File: config.mk
export PLATFORM = sky130hd
export DESIGN_NAME = iq_dispatch_gate
export DESIGN_NICKNAME = d
export VERILOG_FILES = /design/src/rtl/iqd_pkg.sv /design/src/rtl/iqd_queue.sv /design/src/rtl/iqd_rule_check.sv /design/src/rtl/iq_dispatch_gate.sv
export SDC_FILE = /design/constraint.sdc
export NUM_CORES = 1
export LEC_CHECK = 0
export ABC_CLOCK_PERIOD_IN_PS = 16000
export BUFFER_PORTS_ARGS = -buffer_cell sky130_fd_sc_hd__clkbuf_2
export CORE_UTILIZATION = 23
export DETAILED_ROUTE_END_ITERATION = 6
export HOLD_SLACK_MARGIN = 0.06
export PLACE_DENSITY = 0.48
export SYNTH_ARGS = -nofsm -noshare
export SYNTH_HDL_FRONTEND = slang
export SYNTH_SLANG_ARGS = --single-unit
export TNS_END_PERCENT = 10
File: constraint.sdc
create_clock -name clk -period 16 [get_ports clk]
set_input_delay 4 -clock clk [delete_from_list [all_inputs] [get_ports clk]]
set_output_delay 4 -clock clk [all_outputs]
set_load 0.01 [all_outputs]
File: src/rtl/iqd_pkg.sv
package iqd_pkg;
    localparam int TAG_W     = 8;
    localparam int UNIT_W    = 3;
    localparam int NUM_UNITS = 5;
    localparam int NDST_W    = 2;
    localparam int DEPTH     = 6;
    localparam int FETCH_W   = 4;
    localparam int NCAND     = 2;
    localparam int RS_W      = 2;
    localparam int CQ_W      = 3;
    localparam int REN_W     = 3;
    localparam int CNT_W     = $clog2(DEPTH + 1);
    localparam int POP_W     = $clog2(NCAND + 1);

    typedef enum logic [UNIT_W-1:0] {
        U_BR  = 3'd0,
        U_SIU = 3'd1,
        U_CIU = 3'd2,
        U_FPU = 3'd3,
        U_LSU = 3'd4
    } unit_e;

    typedef struct packed {
        logic [TAG_W-1:0]  tag;
        logic [UNIT_W-1:0] unit;
        logic              rdy;
        logic [NDST_W-1:0] ndst;
    } iq_entry_t;

    typedef struct packed {
        logic [NUM_UNITS-1:0]           slot_used;
        logic [NUM_UNITS-1:0][RS_W-1:0] rs_used;
        logic [REN_W-1:0]               ren_used;
    } claim_t;

    function automatic logic [RS_W-1:0] rs_cap(input logic [UNIT_W-1:0] u);
        case (u)
            U_BR:    return RS_W'(0);
            U_LSU:   return RS_W'(2);
            default: return RS_W'(1);
        endcase
    endfunction
endpackage

File: src/rtl/iqd_queue.sv
module iqd_queue
    import iqd_pkg::*;
(
    input  logic                 clk,
    input  logic                 rst,
    input  logic                 flush,
    input  logic [POP_W-1:0]     n_pop,
    input  logic [CNT_W-1:0]     fetch_cnt,
    input  iq_entry_t            fetch_ent [FETCH_W],
    output iq_entry_t            head [NCAND],
    output logic [NCAND-1:0]     head_present,
    output logic [CNT_W-1:0]     count,
    output logic [CNT_W-1:0]     taken
);
    iq_entry_t        q   [DEPTH];
    iq_entry_t        q_n [DEPTH];
    logic [CNT_W-1:0] cnt_n, keep, room, want;
    int               src, lane;

    always_comb begin
        keep  = count - CNT_W'(n_pop);
        room  = CNT_W'(DEPTH) - keep;
        want  = (fetch_cnt > CNT_W'(FETCH_W)) ? CNT_W'(FETCH_W) : fetch_cnt;
        taken = flush ? '0 : ((want < room) ? want : room);
        src   = 0;
        lane  = 0;
        for (int i = 0; i < DEPTH; i++) begin
            q_n[i] = q[i];
            src    = i + int'(n_pop);
            lane   = i - int'(keep);
            if (src < int'(count))
                q_n[i] = q[src];
            else if (lane >= 0 && lane < int'(taken))
                q_n[i] = fetch_ent[lane];
        end
        cnt_n = flush ? '0 : keep + taken;
    end

    always_ff @(posedge clk) begin
        if (rst) count <= '0;
        else     count <= cnt_n;
        for (int i = 0; i < DEPTH; i++) q[i] <= q_n[i];
    end

    generate
        for (genvar k = 0; k < NCAND; k++) begin : g_head
            assign head[k]         = q[k];
            assign head_present[k] = (count > CNT_W'(k));
        end
    endgenerate

    assert_count_bound_R6: assert property (@(posedge clk) disable iff (rst)
        count <= CNT_W'(DEPTH));
    assert_count_track_R9: assert property (@(posedge clk) disable iff (rst)
        !flush |=> count == $past(count) - CNT_W'($past(n_pop)) + $past(taken));
    assert_flush_empty_R10: assert property (@(posedge clk) disable iff (rst)
        flush |=> count == '0);
endmodule

File: src/rtl/iqd_rule_check.sv
module iqd_rule_check
    import iqd_pkg::*;
#(
    parameter int SLOT = 0
) (
    input  logic                           clk,
    input  logic                           rst,
    input  iq_entry_t                      entry,
    input  logic                           present,
    input  logic                           older_ok,
    input  logic [NUM_UNITS-1:0][RS_W-1:0] rs_free,
    input  logic [NUM_UNITS-1:0]           slot_free,
    input  logic [CQ_W-1:0]                cq_free,
    input  logic [REN_W-1:0]               ren_free,
    input  claim_t                         claim_in,
    output logic                           go,
    output logic                           direct,
    output claim_t                         claim_out
);
    logic                 in_range, st_empty, dir_ok, rs_ok, cq_ok, ren_ok;
    logic [UNIT_W-1:0]    uidx;
    logic [RS_W-1:0]      cap, free, held;
    logic [REN_W:0]       need;

    always_comb begin
        in_range = entry.unit < UNIT_W'(NUM_UNITS);
        uidx     = in_range ? entry.unit : '0;
        cap      = rs_cap(entry.unit);
        free     = rs_free[uidx];
        held     = claim_in.rs_used[uidx];
        st_empty = (free == cap) && (held == '0);
        dir_ok   = entry.rdy && slot_free[uidx] && !claim_in.slot_used[uidx] && st_empty;
        rs_ok    = (cap != '0) && (free > held);
        cq_ok    = cq_free > CQ_W'(SLOT);
        need     = {1'b0, claim_in.ren_used} + (REN_W+1)'(entry.ndst);
        ren_ok   = {1'b0, ren_free} >= need;
        go       = present && older_ok && in_range && (dir_ok || rs_ok) && cq_ok && ren_ok;
        direct   = go && dir_ok;
        claim_out = claim_in;
        if (go) begin
            if (dir_ok) claim_out.slot_used[uidx] = 1'b1;
            else        claim_out.rs_used[uidx]   = held + RS_W'(1);
            claim_out.ren_used = REN_W'(need);
        end
    end

    assert_rs_room_R2: assert property (@(posedge clk) disable iff (rst)
        (go && !direct) |-> rs_free[uidx] > claim_in.rs_used[uidx]);
    assert_cq_room_R4: assert property (@(posedge clk) disable iff (rst)
        go |-> cq_free > CQ_W'(SLOT));
    assert_direct_empty_R3: assert property (@(posedge clk) disable iff (rst)
        direct |-> (rs_free[uidx] == rs_cap(entry.unit)) && slot_free[uidx]);
endmodule

File: src/rtl/iq_dispatch_gate.sv
module iq_dispatch_gate
    import iqd_pkg::*;
(
    input  logic                        clk,
    input  logic                        rst,
    input  logic                        flush,
    input  logic [CNT_W-1:0]            fetch_cnt,
    input  logic [FETCH_W*TAG_W-1:0]    fetch_tag,
    input  logic [FETCH_W*UNIT_W-1:0]   fetch_unit,
    input  logic [FETCH_W-1:0]          fetch_rdy,
    input  logic [FETCH_W*NDST_W-1:0]   fetch_ndst,
    input  logic [NUM_UNITS*RS_W-1:0]   rs_free,
    input  logic [NUM_UNITS-1:0]        slot_free,
    input  logic [CQ_W-1:0]             cq_free,
    input  logic [REN_W-1:0]            ren_free,
    output logic [CNT_W-1:0]            fetch_taken,
    output logic [CNT_W-1:0]            iq_count,
    output logic [NCAND-1:0]            disp_valid,
    output logic [NCAND-1:0]            disp_direct,
    output logic [NCAND*TAG_W-1:0]      disp_tag,
    output logic [NCAND*UNIT_W-1:0]     disp_unit,
    output logic [POP_W-1:0]            cq_alloc,
    output logic [REN_W-1:0]            ren_alloc
);
    iq_entry_t                      fetch_ent [FETCH_W];
    iq_entry_t                      head [NCAND];
    logic [NCAND-1:0]               head_present;
    logic [NUM_UNITS-1:0][RS_W-1:0] rs_arr;
    claim_t                         claim [NCAND+1];
    logic [NCAND:0]                 ok_chain;
    logic [POP_W-1:0]               n_pop;

    assign rs_arr      = rs_free;
    assign claim[0]    = '0;
    assign ok_chain[0] = !flush;

    generate
        for (genvar j = 0; j < FETCH_W; j++) begin : g_lane
            assign fetch_ent[j].tag  = fetch_tag[j*TAG_W +: TAG_W];
            assign fetch_ent[j].unit = fetch_unit[j*UNIT_W +: UNIT_W];
            assign fetch_ent[j].rdy  = fetch_rdy[j];
            assign fetch_ent[j].ndst = fetch_ndst[j*NDST_W +: NDST_W];
        end

        for (genvar k = 0; k < NCAND; k++) begin : g_cand
            iqd_rule_check #(.SLOT(k)) u_chk (
                .clk       (clk),
                .rst       (rst),
                .entry     (head[k]),
                .present   (head_present[k]),
                .older_ok  (ok_chain[k]),
                .rs_free   (rs_arr),
                .slot_free (slot_free),
                .cq_free   (cq_free),
                .ren_free  (ren_free),
                .claim_in  (claim[k]),
                .go        (ok_chain[k+1]),
                .direct    (disp_direct[k]),
                .claim_out (claim[k+1])
            );
            assign disp_valid[k]                = ok_chain[k+1];
            assign disp_tag[k*TAG_W +: TAG_W]   = head[k].tag;
            assign disp_unit[k*UNIT_W +: UNIT_W] = head[k].unit;
        end
    endgenerate

    always_comb begin
        n_pop = '0;
        for (int k = 0; k < NCAND; k++) n_pop = n_pop + POP_W'(disp_valid[k]);
    end

    iqd_queue u_queue (
        .clk          (clk),
        .rst          (rst),
        .flush        (flush),
        .n_pop        (n_pop),
        .fetch_cnt    (fetch_cnt),
        .fetch_ent    (fetch_ent),
        .head         (head),
        .head_present (head_present),
        .count        (iq_count),
        .taken        (fetch_taken)
    );

    assign cq_alloc  = n_pop;
    assign ren_alloc = claim[NCAND].ren_used;

    assert_in_order_R1: assert property (@(posedge clk) disable iff (rst)
        disp_valid[1] |-> disp_valid[0]);
    assert_cq_budget_R4: assert property (@(posedge clk) disable iff (rst)
        $countones(disp_valid) <= int'(cq_free));
    assert_ren_budget_R5: assert property (@(posedge clk) disable iff (rst)
        ren_alloc <= ren_free);
    assert_from_head_R7: assert property (@(posedge clk) disable iff (rst)
        $countones(disp_valid) <= int'(iq_count));
    assert_branch_direct_R8: assert property (@(posedge clk) disable iff (rst)
        (disp_valid[0] && disp_unit[UNIT_W-1:0] == U_BR) |-> disp_direct[0]);
    assert_flush_quiet_R10: assert property (@(posedge clk) disable iff (rst)
        flush |-> (disp_valid == '0) && (fetch_taken == '0));
endmodule

==> results of run 1 <==
-- critical path, delay by kind of cell --
family,cells,cell delay (ns)
and+or+nand+nor,6,0.95
muxes,1,0.21
AOI/OAI and AO/OA,10,1.66
adders and majority gates,9,2.77
buffers and inverters,10,1.04
-- stage by stage --
stage | utilization, % | worst slack [ns] | hold WS (ns)
after floorplan | - | 1.67 | 0.634
after global placement | 26.1 | 1.48 | 0.671
after detailed placement | 26.1 | 1.36 | 0.676
after CTS | 26.9 | 1.34 | 0.703
after global routing | 26.9 | 0.872 | 0.734
final | 26.9 | 1.40 | 0.698
-- cell type report --
cell class | instances | area share, %
tap | 504 | 6.35
inverter | 35 | 1.32
sequential | 87 | 26.0
clock inverter | 7 | 0.731
clock buffer | 9 | 2.27
timing repair buffer | 141 | 7.66
multi-input combinational | 753 | 55.6
-- flip-flops by register name, summed over array words and instances, names as in the netlist, named ones only --
signal,count
u_queue.q,83
u_queue.count,3
-- routing by layer --
metal	global-route usage, %	wire [µm]	vias to the layer above
met5	0	0	-
met4	2.73	238	0
met3	1.35	1360	11
met2	22.2	12200	203
met1	23.3	15000	3467
li1	-	-	3658
-- power breakdown --
group	switching [µW]	internal (µW)	leakage (µW)
registers	158	474	0.000824
logic	630	400	0.00284
clock network	105	111	0.000144
-- cells in the final DEF (no fill, tap or decap), types with 3 or more instances in the layout --
cell       synthesis  final
nand2_1          163    163
o21ai_0          141    140
clkbuf_2           0    119
edfxtp_1          84     84
mux2i_1           76     76
a21oi_1           48     47
ha_1              48     44
mux2_2            43     43
nor2_1            40     40
o211ai_1          38     38
inv_1             31     31
mux4_2            27     27
buf_4             26     22
nand3_1           16     16
nor2b_1           11     11
a21o_1             9      9
a22oi_1            9      9
clkbuf_16          0      9
nand2b_1           7      7
nor3_1             5      5
xor2_1             5      5
inv_2              4      4
a31oi_1            4      4
and2_1             4      4
a211o_1            3      3
or2_1              3      3
o22ai_1            3      3
xnor2_1            3      3
a211oi_1           4      3
fa_1               3      3
ha_2               0      3
inv_6              0      3
dfxtp_1            3      3
-- worst max path at each step --
stage | start | to | slack, ns | depth (start not counted)
2_1_floorplan | ren_free[0] | fetch_taken[1] | 1.67 | 34
3_3_place_gp | ren_free[0] | fetch_taken[1] | 1.48 | 36
3_5_place_dp | ren_free[0] | fetch_taken[1] | 1.36 | 36
4_1_cts | ren_free[0] | fetch_taken[1] | 1.34 | 36
5_1_grt | ren_free[0] | fetch_taken[1] | 0.87 | 36
6_report | ren_free[0] | fetch_taken[1] | 1.40 | 36
-- logic make-up after synthesis --
kind of cell	synth area share (%)
AOI/OAI and AO/OA	19.7
xor gates and xnor gates	0.991
adders and majority gates	7.59
buffers and inverters	7.47
DFF	29.7
muxes	21.5
and+or+nand+nor	13.1
==> out/metrics.csv, run 1 <==
stage,metric,value,unit
status,status,finished clean,
global_routing,grt_pass1_wl,43.7,mm
floorplanning,rows,70,
critical_path,cp-start-kind,primary input,
layout,drive_above_1_share,24.2,%
clocking,cts_post_setup_buffers_inserted,0,
clocking,cts_tree,built,
critical_path,crit_type,in2out,
clocking,cts.clk_slew.worst_paths,0.07,ns
detailed_routing,drtIter0Drc,535,
timing,hold_viol_final,0,
global_routing,grt_max_degree,74,
global_routing,grt_pass1_vias,6865,
critical_path,cp_common_cell,inv_1,
place,dpl.cell_count,1520,
detailed_routing,routed_wl,28.8,mm
synthesis,synth_seq_area_share,29.7,%
floorplanning,start_util,23.6,%
layout,area_growth,14.0,%
layout,nFillCells,4046,
synthesis,synth_top_area_cell,edfxtp_1,
timing,drv_slew,0,
timing,worstMarginPinSlew,1.04,ns
layout,multi_input_area,5520,µm²
clocking,root_buffer,clkbuf_16,
synthesis,ys.flop_type,edfxtp_1,
detailed_routing,drc,0,
hold_path,min_path_cells,2,
layout,finalNetCount,1161,
layout,num_antenna_cells,0,
layout,stdcell_count,1536,
detailed_routing,vias,7339,
clocking,holdBufCountCts,0,
critical_path,worstRegToRegCells,36,
synthesis,synthTopCellsByCount,"163 x nand2_1, 141 x o21ai_0, 84 x edfxtp_1",
synthesis,synth.top_cell.area_share,29.0,%
power,power_density,189,nW/µm²
power,p_leak,0.00381,µW
timing,skew,0.00976,ns
power,vdd_ir_drop_max,80.5,µV
detailed_routing,vias_per_cell,4.78,
critical_path,endpoint_kind,output port,
critical_path,required,12.00,ns
global_routing,grt_overflow,0,
synthesis,synthTopCellsByArea,"edfxtp_1 29%, mux2i_1 8.7%, o21ai_0 8.1%",
place,gp_congestion,0.807,
timing,max_freq,68.5,MHz
timing,tns,0,ns
clocking,worst_skew_pair.late_latency,0.35,ns
synthesis,synthArstFlopShare,0,%
power,power,1880,µW
synthesis,ys_types,66,
synthesis,synth_most_common_cell,nand2_1,
synthesis,synth_edf_count,84,
layout,final_area,9930,µm²
place,dpl-instance-area,9630,µm²
critical_path,arrival,10.60,ns
layout,register_area,2580,µm²
floorplanning,core-area,37000,µm²
hold_path,hold_path_end,u_queue.q[1][1]$_DFFE_PP_,
floorplanning,boundaryPins,120,
timing,finalCriticalPeriod,14.60,ns
synthesis,avgSynthCellArea,8.91,µm²
floorplanning,die_h,197,µm
floorplanning,die_width,197,µm
synthesis,syn-num-nets,1111,
timing,rsz0062_at_grt,no,
critical_path,r2r_setup_slack,7.00,ns
run,maxCapViolCount,0,
critical_path,cp_slowest_cell,fa_1,
timing,timing.final.crit_share,91.3,%
critical_path,slowest_delay,0.50,ns
critical_path,worstPathMaxFanout,31,
detailed_routing,wl_per_cell,18.8,µm
clocking,cts-buffers-inserted,9,
global_routing,antenna_found_initial,0,
detailed_routing,dr.pass1.iters,5,
detailed_routing,detail-route-antenna-nets,0,
synthesis,synth-seq-cells,87,
critical_path,r2r-start,u_queue.q[0][5]$_DFFE_PP_,
clocking,cts.repair.resized,0,
synthesis,synth.cell_area,8710,µm²
place,numPortBuffers,119,
timing,finalSetupViolations,0,
place,hpwlAfterDp,21.2,mm
global_routing,track_usage,14.9,%
hold_path,hp-start,u_queue.q[4][1]$_DFFE_PP_,
synthesis,syn_inst,977,
floorplanning,dieArea,38600,µm²
hold_path,hp-class,reg2reg,
clocking,cts.sinks,87,
clocking,htreeDepth,3,
timing,relSlewSlack,30.6,%
clocking,cts.path.max_buffers,2,
synthesis,ys_warn_count,0,
Power figures use the tool's default switching activity.
==> inputs of run 2 (changes only) <==
--- a/config.mk
+++ b/config.mk
@@ -6,11 +6,11 @@
 export NUM_CORES = 1
 export LEC_CHECK = 0
 export ABC_CLOCK_PERIOD_IN_PS = 16000
-export BUFFER_PORTS_ARGS = -buffer_cell sky130_fd_sc_hd__clkbuf_2
-export CORE_UTILIZATION = 23
+export CORE_UTILIZATION = 28
 export DETAILED_ROUTE_END_ITERATION = 6
+export DONT_BUFFER_PORTS = 1
 export HOLD_SLACK_MARGIN = 0.06
-export PLACE_DENSITY = 0.48
+export PLACE_DENSITY = 0.5
 export SYNTH_ARGS = -nofsm -noshare
 export SYNTH_HDL_FRONTEND = slang
 export SYNTH_SLANG_ARGS = --single-unit
==> run 2 against run 1 <==
  * Register-to-register slack got worse by 0.17 ns
  * Highest routed layer unchanged
  * Setup slack improved by 0.011 ns
  * Cell count decreased by 15%
  * Die area is 18% lower
  * Flip-flop and latch count is the same
  * Wire length fell by 6.6%
  * Global-route usage rose by 2.2 points
  * Critical path depth down 3
  * Largest cell class unchanged
  * Non-clock buffer count down 121
==> out/metrics.csv, run 2 (synthesis gave the netlist of run 1 again) <==
stage,metric,value,unit,change
layout,nFillCells,3229,,was 4046
place,gp_congestion,0.801,,was 0.807
clocking,htreeDepth,3,,unchanged
clocking,root_buffer,clkbuf_16,,unchanged
clocking,cts.path.max_buffers,2,,unchanged
power,power,1810,µW,was 1880 µW
timing,timing.final.crit_share,91.2,%,was 91.3%
critical_path,cp-start-kind,primary input,,unchanged
timing,relSlewSlack,35.6,%,was 30.6%
critical_path,crit_type,in2out,,unchanged
floorplanning,dieArea,31800,µm²,was 38600 µm²
power,switchingPower,854,µW,was 892 µW
power,power_density,197,nW/µm²,was 189 nW/µm²
layout,top_register,u_queue.q,,unchanged
timing,drv_slew,0,,unchanged
detailed_routing,vias,6933,,was 7339
global_routing,grt_max_degree,74,,unchanged
floorplanning,start_util,28.5,%,was 23.6%
critical_path,cp_common_cell,inv_1,,unchanged
power,p_clk_share,11.1,%,was 11.5%
floorplanning,rows,64,,was 70
timing,finalCriticalPeriod,14.59,ns,was 14.60 ns
power,vdd_ir_drop_max,112,µV,was 80.5 µV
critical_path,endpoint_kind,output port,,unchanged
power,comb_power_share,52.7,%,was 54.9%
global_routing,grt_overflow,0,,unchanged
timing,worstMarginPinSlew,0.966,ns,was 1.04 ns
layout,largest_reg_flops,83,,unchanged
floorplanning,die_h,178,µm,was 197 µm
detailed_routing,vias_per_cell,5.30,,was 4.78
timing,tns,0,ns,unchanged
power,p_int,954,µW,was 985 µW
clocking,cts.sinks,87,,unchanged
clocking,cts_post_setup_buffers_inserted,0,,unchanged
clocking,cts-buffers-inserted,9,,unchanged
power,p_leak,0.00329,µW,was 0.00381 µW
detailed_routing,detail-route-antenna-nets,0,,unchanged
layout,drive_above_1_share,13.8,%,was 24.2%
power,switching_share,47.2,%,was 47.5%
layout,finalNetCount,1040,,was 1161
critical_path,crit_buf_inv,7,,was 10
global_routing,antenna_found_initial,0,,unchanged
power,seqPwrFrac,36.2,%,was 33.7%
global_routing,track_usage,17.1,%,was 14.9%
critical_path,required,12.00,ns,about the same
critical_path,cp_slowest_cell,ha_4,,was fa_1
place,hpwlAfterDp,19.2,mm,was 21.2 mm
place,numPortBuffers,0,,was 119
place,dpl-instance-area,8890,µm²,was 9630 µm²
global_routing,grt_pass1_wl,40.8,mm,was 43.7 mm
critical_path,slowest_delay,0.64,ns,was 0.50 ns
layout,area_growth,5.09,%,was 14.0%
global_routing,grt_pass1_vias,6531,,was 6865
critical_path,arrival,10.59,ns,was 10.60 ns
detailed_routing,wl_per_cell,20.6,µm,was 18.8 µm
timing,skew,0.00898,ns,was 0.00976 ns
clocking,cts.repair.resized,0,,unchanged
detailed_routing,drtIter0Drc,618,,was 535
floorplanning,boundaryPins,120,,unchanged
detailed_routing,routed_wl,27.0,mm,was 28.8 mm
critical_path,r2r_setup_slack,6.83,ns,was 7.00 ns
status,status,finished clean,,unchanged
critical_path,crit_family,adder cells,,unchanged
clocking,cts.clk_slew.worst_paths,0.07,ns,about the same
detailed_routing,drc,0,,unchanged
layout,register_area,2580,µm²,unchanged
run,maxCapViolCount,0,,unchanged
layout,multi_input_area,5530,µm²,was 5520 µm²
timing,rsz0062_at_grt,no,,unchanged
hold_path,hp-class,reg2reg,,unchanged
layout,reg_top3,"u_queue.q: 83 flops, u_queue.count: 3 flops",,unchanged
floorplanning,core-area,30600,µm²,was 37000 µm²
timing,max_freq,68.5,MHz,about the same
detailed_routing,dr.pass1.iters,5,,unchanged
clocking,worst_skew_pair.late_latency,0.35,ns,about the same
layout,final_common_cell,nand2_1,,unchanged
clocking,holdBufCountCts,0,,unchanged
layout,num_antenna_cells,0,,unchanged
layout,final_cell_mix,"163 x nand2_1, 140 x o21ai_0, 84 x edfxtp_1, 76 x mux2i_1, 47 x a21oi_1",,"was 163 x nand2_1, 140 x o21ai_0, 119 x clkbuf_2, 84 x edfxtp_1, 76 x mux2i_1"
timing,hold_viol_final,0,,unchanged
layout,final_area,9150,µm²,was 9930 µm²
critical_path,worstPathMaxFanout,35,,was 31
floorplanning,die_width,178,µm,was 197 µm
timing,finalSetupViolations,0,,unchanged
clocking,cts_tree,built,,unchanged
[run 2: layer usage]
layer,GRT usage (%),wire (µm)
met5,0,0
met4,3.57,235
met3,4.39,2460
met2,25.2,11400
met1,24.8,12900
[run 2: layout make-up]
class | count | area share [%]
inverter | 35 | 1.44
sequential | 87 | 28.2
clock inverter | 5 | 0.369
tap | 396 | 5.41
timing repair buffer | 20 | 1.64
multi-input combinational | 753 | 60.4
clock buffer | 11 | 2.54
[run 2: power groups by stage]
stage | registers [µW] | clock network [µW] | logic, µW
2_1_floorplan | 554 | 0 | 772
3_3_place_gp | 657 | 0 | 950
3_5_place_dp | 661 | 0 | 956
4_1_cts | 655 | 204 | 962
5_1_grt | 680 | 212 | 1060
6_report | 655 | 200 | 953
[run 2: worst min-delay path: stages, from the launching register on]
cell and delay, ns:
edfxtp_1 0.40, o211ai_1 0.11, o21ai_0 0.07
[run 2: path summary, 6_finish.rpt]
check                                                start                         end  cells after the start
worst max-delay path                           ren_free[0]              fetch_taken[1]                     33
worst min-delay path            u_queue.q[4][10]$_DFFE_PP_  u_queue.q[1][10]$_DFFE_PP_                      2
worst max register to register   u_queue.q[0][5]$_DFFE_PP_                    register                     35
worst min register to register  u_queue.q[4][10]$_DFFE_PP_  u_queue.q[1][10]$_DFFE_PP_                      2
[run 2: through the flow]
step | hold slack [ns] | util, % | std cells | setup WS (ns)
floorplan | 0.634 | - | 977 | 1.67
global placement | 0.670 | 29.0 | 1291 | 1.53
detailed placement | 0.680 | 29.0 | 1291 | 1.41
CTS | 0.699 | 29.9 | 1307 | 1.36
global route | 0.749 | 29.9 | 1307 | 0.871
finish | 0.694 | 29.9 | 1307 | 1.41
==> inputs of run 3 (changes only) <==
==> constraint.sdc (replaced) <==
create_clock -name clk -period 16 [get_ports clk]
set_input_delay 1.6 -clock clk [delete_from_list [all_inputs] [get_ports clk]]
set_output_delay 1.6 -clock clk [all_outputs]
set_load 0.01 [all_outputs]
==> run 3 against run 2 <==
  * Register-to-register slack got worse by 1.3 ns
  * Sequential share of layout area hardly changed
  * Wire length decreased by 1.2%
  * Worst hold slack better by 0.010 ns
  * Cell count shrank 0.46%
  * Clock power increased by 11%
  * Combinational power shrank 1%
  * Flip-flop and latch count is the same
==> out/metrics.csv, run 3 (synthesis gave the netlist of run 1 again) <==
stage,metric,value,unit,change
status,status,finished clean,,unchanged
place,dpl.cell_count,1285,,was 1291
power,p_clk_share,12.2,%,was 11.1%
critical_path,cp-start-kind,primary input,,unchanged
clocking,cts.sinks,87,,unchanged
layout,final_cell_mix,"163 x nand2_1, 140 x o21ai_0, 84 x edfxtp_1, 75 x mux2i_1, 46 x a21oi_1",,"was 163 x nand2_1, 140 x o21ai_0, 84 x edfxtp_1, 76 x mux2i_1, 47 x a21oi_1"
detailed_routing,vias_per_cell,5.35,,was 5.30
global_routing,grt_pass1_wl,39.9,mm,was 40.8 mm
critical_path,crit_type,in2out,,unchanged
clocking,holdBufCountCts,0,,unchanged
detailed_routing,wl_per_cell,20.5,µm,was 20.6 µm
power,switchingPower,860,µW,was 854 µW
timing,rsz0062_at_grt,no,,unchanged
timing,hold_viol_final,0,,unchanged
global_routing,track_usage,16.8,%,was 17.1%
timing,skew,0.0120,ns,was 0.00898 ns
timing,relSlewSlack,31.9,%,was 35.6%
power,comb_power_share,51.4,%,was 52.7%
critical_path,required,14.40,ns,was 12.00 ns
timing,max_freq,89.8,MHz,was 68.5 MHz
layout,top_register,u_queue.q,,unchanged
clocking,cts-buffers-inserted,9,,unchanged
layout,final_common_cell,nand2_1,,unchanged
power,seqPwrFrac,36.4,%,was 36.2%
timing,timing.final.crit_share,69.6,%,was 91.2%
floorplanning,rows,64,,unchanged
place,gp_congestion,0.809,,was 0.801
layout,nFillCells,3204,,was 3229
critical_path,cp_common_cell,inv_1,,unchanged
critical_path,worstPathMaxFanout,42,,was 35
run,maxCapViolCount,0,,unchanged
global_routing,antenna_found_initial,0,,unchanged
place,hpwlAfterDp,19.6,mm,was 19.2 mm
layout,stdcell_count,1301,,was 1307
clocking,root_buffer,clkbuf_16,,unchanged
floorplanning,dieArea,31800,µm²,unchanged
clocking,worst_skew_pair.late_latency,0.36,ns,was 0.35 ns
floorplanning,boundaryPins,120,,unchanged
power,switching_share,47.0,%,was 47.2%
clocking,cts_post_setup_buffers_inserted,0,,unchanged
floorplanning,start_util,28.5,%,unchanged
layout,num_antenna_cells,0,,unchanged
layout,area_growth,5.17,%,was 5.09%
detailed_routing,detail-route-antenna-nets,0,,unchanged
critical_path,endpoint_kind,output port,,unchanged
detailed_routing,drtIter0Drc,674,,was 618
detailed_routing,dr.pass1.iters,5,,unchanged
critical_path,cp_slowest_cell,ha_1,,was ha_4
timing,drv_slew,0,,unchanged
global_routing,grt_overflow,0,,unchanged
layout,finalNetCount,1034,,was 1040
layout,largest_reg_flops,83,,unchanged
critical_path,slowest_delay,0.84,ns,was 0.64 ns
timing,finalCriticalPeriod,11.14,ns,was 14.59 ns
floorplanning,die_h,178,µm,unchanged
power,power_density,200,nW/µm²,was 197 nW/µm²
floorplanning,core-area,30600,µm²,unchanged
global_routing,grt_pass1_vias,6331,,was 6531
detailed_routing,drc,0,,unchanged
power,p_leak,0.00327,µW,was 0.00329 µW
timing,tns,0,ns,unchanged
timing,finalSetupViolations,0,,unchanged
place,numPortBuffers,0,,unchanged
layout,reg_top3,"u_queue.q: 83 flops, u_queue.count: 3 flops",,unchanged
global_routing,grt_max_degree,74,,unchanged
detailed_routing,routed_wl,26.6,mm,was 27.0 mm
floorplanning,die_width,178,µm,unchanged
power,p_int,968,µW,was 954 µW
layout,drive_above_1_share,13.8,%,about the same
clocking,cts_tree,built,,unchanged
clocking,htreeDepth,3,,unchanged
clocking,cts.clk_slew.worst_paths,0.07,ns,about the same
detailed_routing,vias,6964,,was 6933
power,vdd_ir_drop_max,126,µV,was 112 µV
clocking,cts.repair.resized,0,,unchanged
hold_path,hp-class,reg2reg,,unchanged
critical_path,arrival,9.54,ns,was 10.59 ns
clocking,cts.path.max_buffers,2,,unchanged
timing,worstMarginPinSlew,1.02,ns,was 0.966 ns
-- run 3: cell count changes in the layout (fill, tap and decap cells not counted), sizes merged --
cell and change:
clkinvlp +1, clkinv -2, clkbuf -2, inv +2, buf -6, bufinv +1
-- run 3: power by group through the flow --
stage	sequential, µW	clock, µW	combinational, µW
after floorplan	554	0	772
after global placement	664	0	930
after detailed placement	669	0	939
after CTS	664	229	945
after global routing	690	238	1040
final	665	223	939
-- run 3: metrics by stage --
stage	worst slack (ns)	hold WS (ns)	instance area, µm²	util (%)	total power (µW)
2_1_floorplan	5.76	0.634	8710	-	1330
3_3_place_gp	4.72	0.673	8860	29.0	1590
3_5_place_dp	4.45	0.682	8860	29.0	1610
4_1_cts	4.72	0.691	9160	29.9	1840
5_1_grt	4.10	0.726	9160	29.9	1970
6_report	4.86	0.704	9160	29.9	1830
-- run 3: worst paths after layout --
check                                             endpoint  cells after the start                      start  slack, ns
worst max-delay path                        fetch_taken[1]                     33                ren_free[0]       4.86
worst min-delay path             u_queue.q[5][4]$_DFFE_PP_                      2  u_queue.q[4][4]$_DFFE_PP_       0.70
worst max register to register  u_queue.q[5][11]$_DFFE_PP_                     35  u_queue.q[0][5]$_DFFE_PP_       5.49
worst min register to register   u_queue.q[5][4]$_DFFE_PP_                      2  u_queue.q[4][4]$_DFFE_PP_       0.70
-- run 3: cell type report --
class | count | area, µm² | share of cell area [%]
flip-flops and latches | 87 | 2580 | 28.2
inverters | 35 | 131 | 1.43
clock buffers | 9 | 225 | 2.46
clock inverters | 7 | 78.8 | 0.861
repair buffers | 14 | 105 | 1.15
well taps | 396 | 495 | 5.41
multi-input cells | 753 | 5540 | 60.5
-- run 3: layer usage --
metal	vias to the layer above	share of wire [%]	global-route usage, %
met4	0	1.0	3.78
met5	-	0	0
met1	3259	48	25.4
met2	290	40	23.1
li1	3394	-	-
met3	21	11	4.73
-- run 3: critical path: cells and delay by family --
kind	cells	cell delay (ns)
and+or+nand+nor	6	1.02
AOI/OAI and AO/OA	10	1.66
adders and majority gates	8	3.18
muxes	1	0.20
buffers and inverters	8	1.83
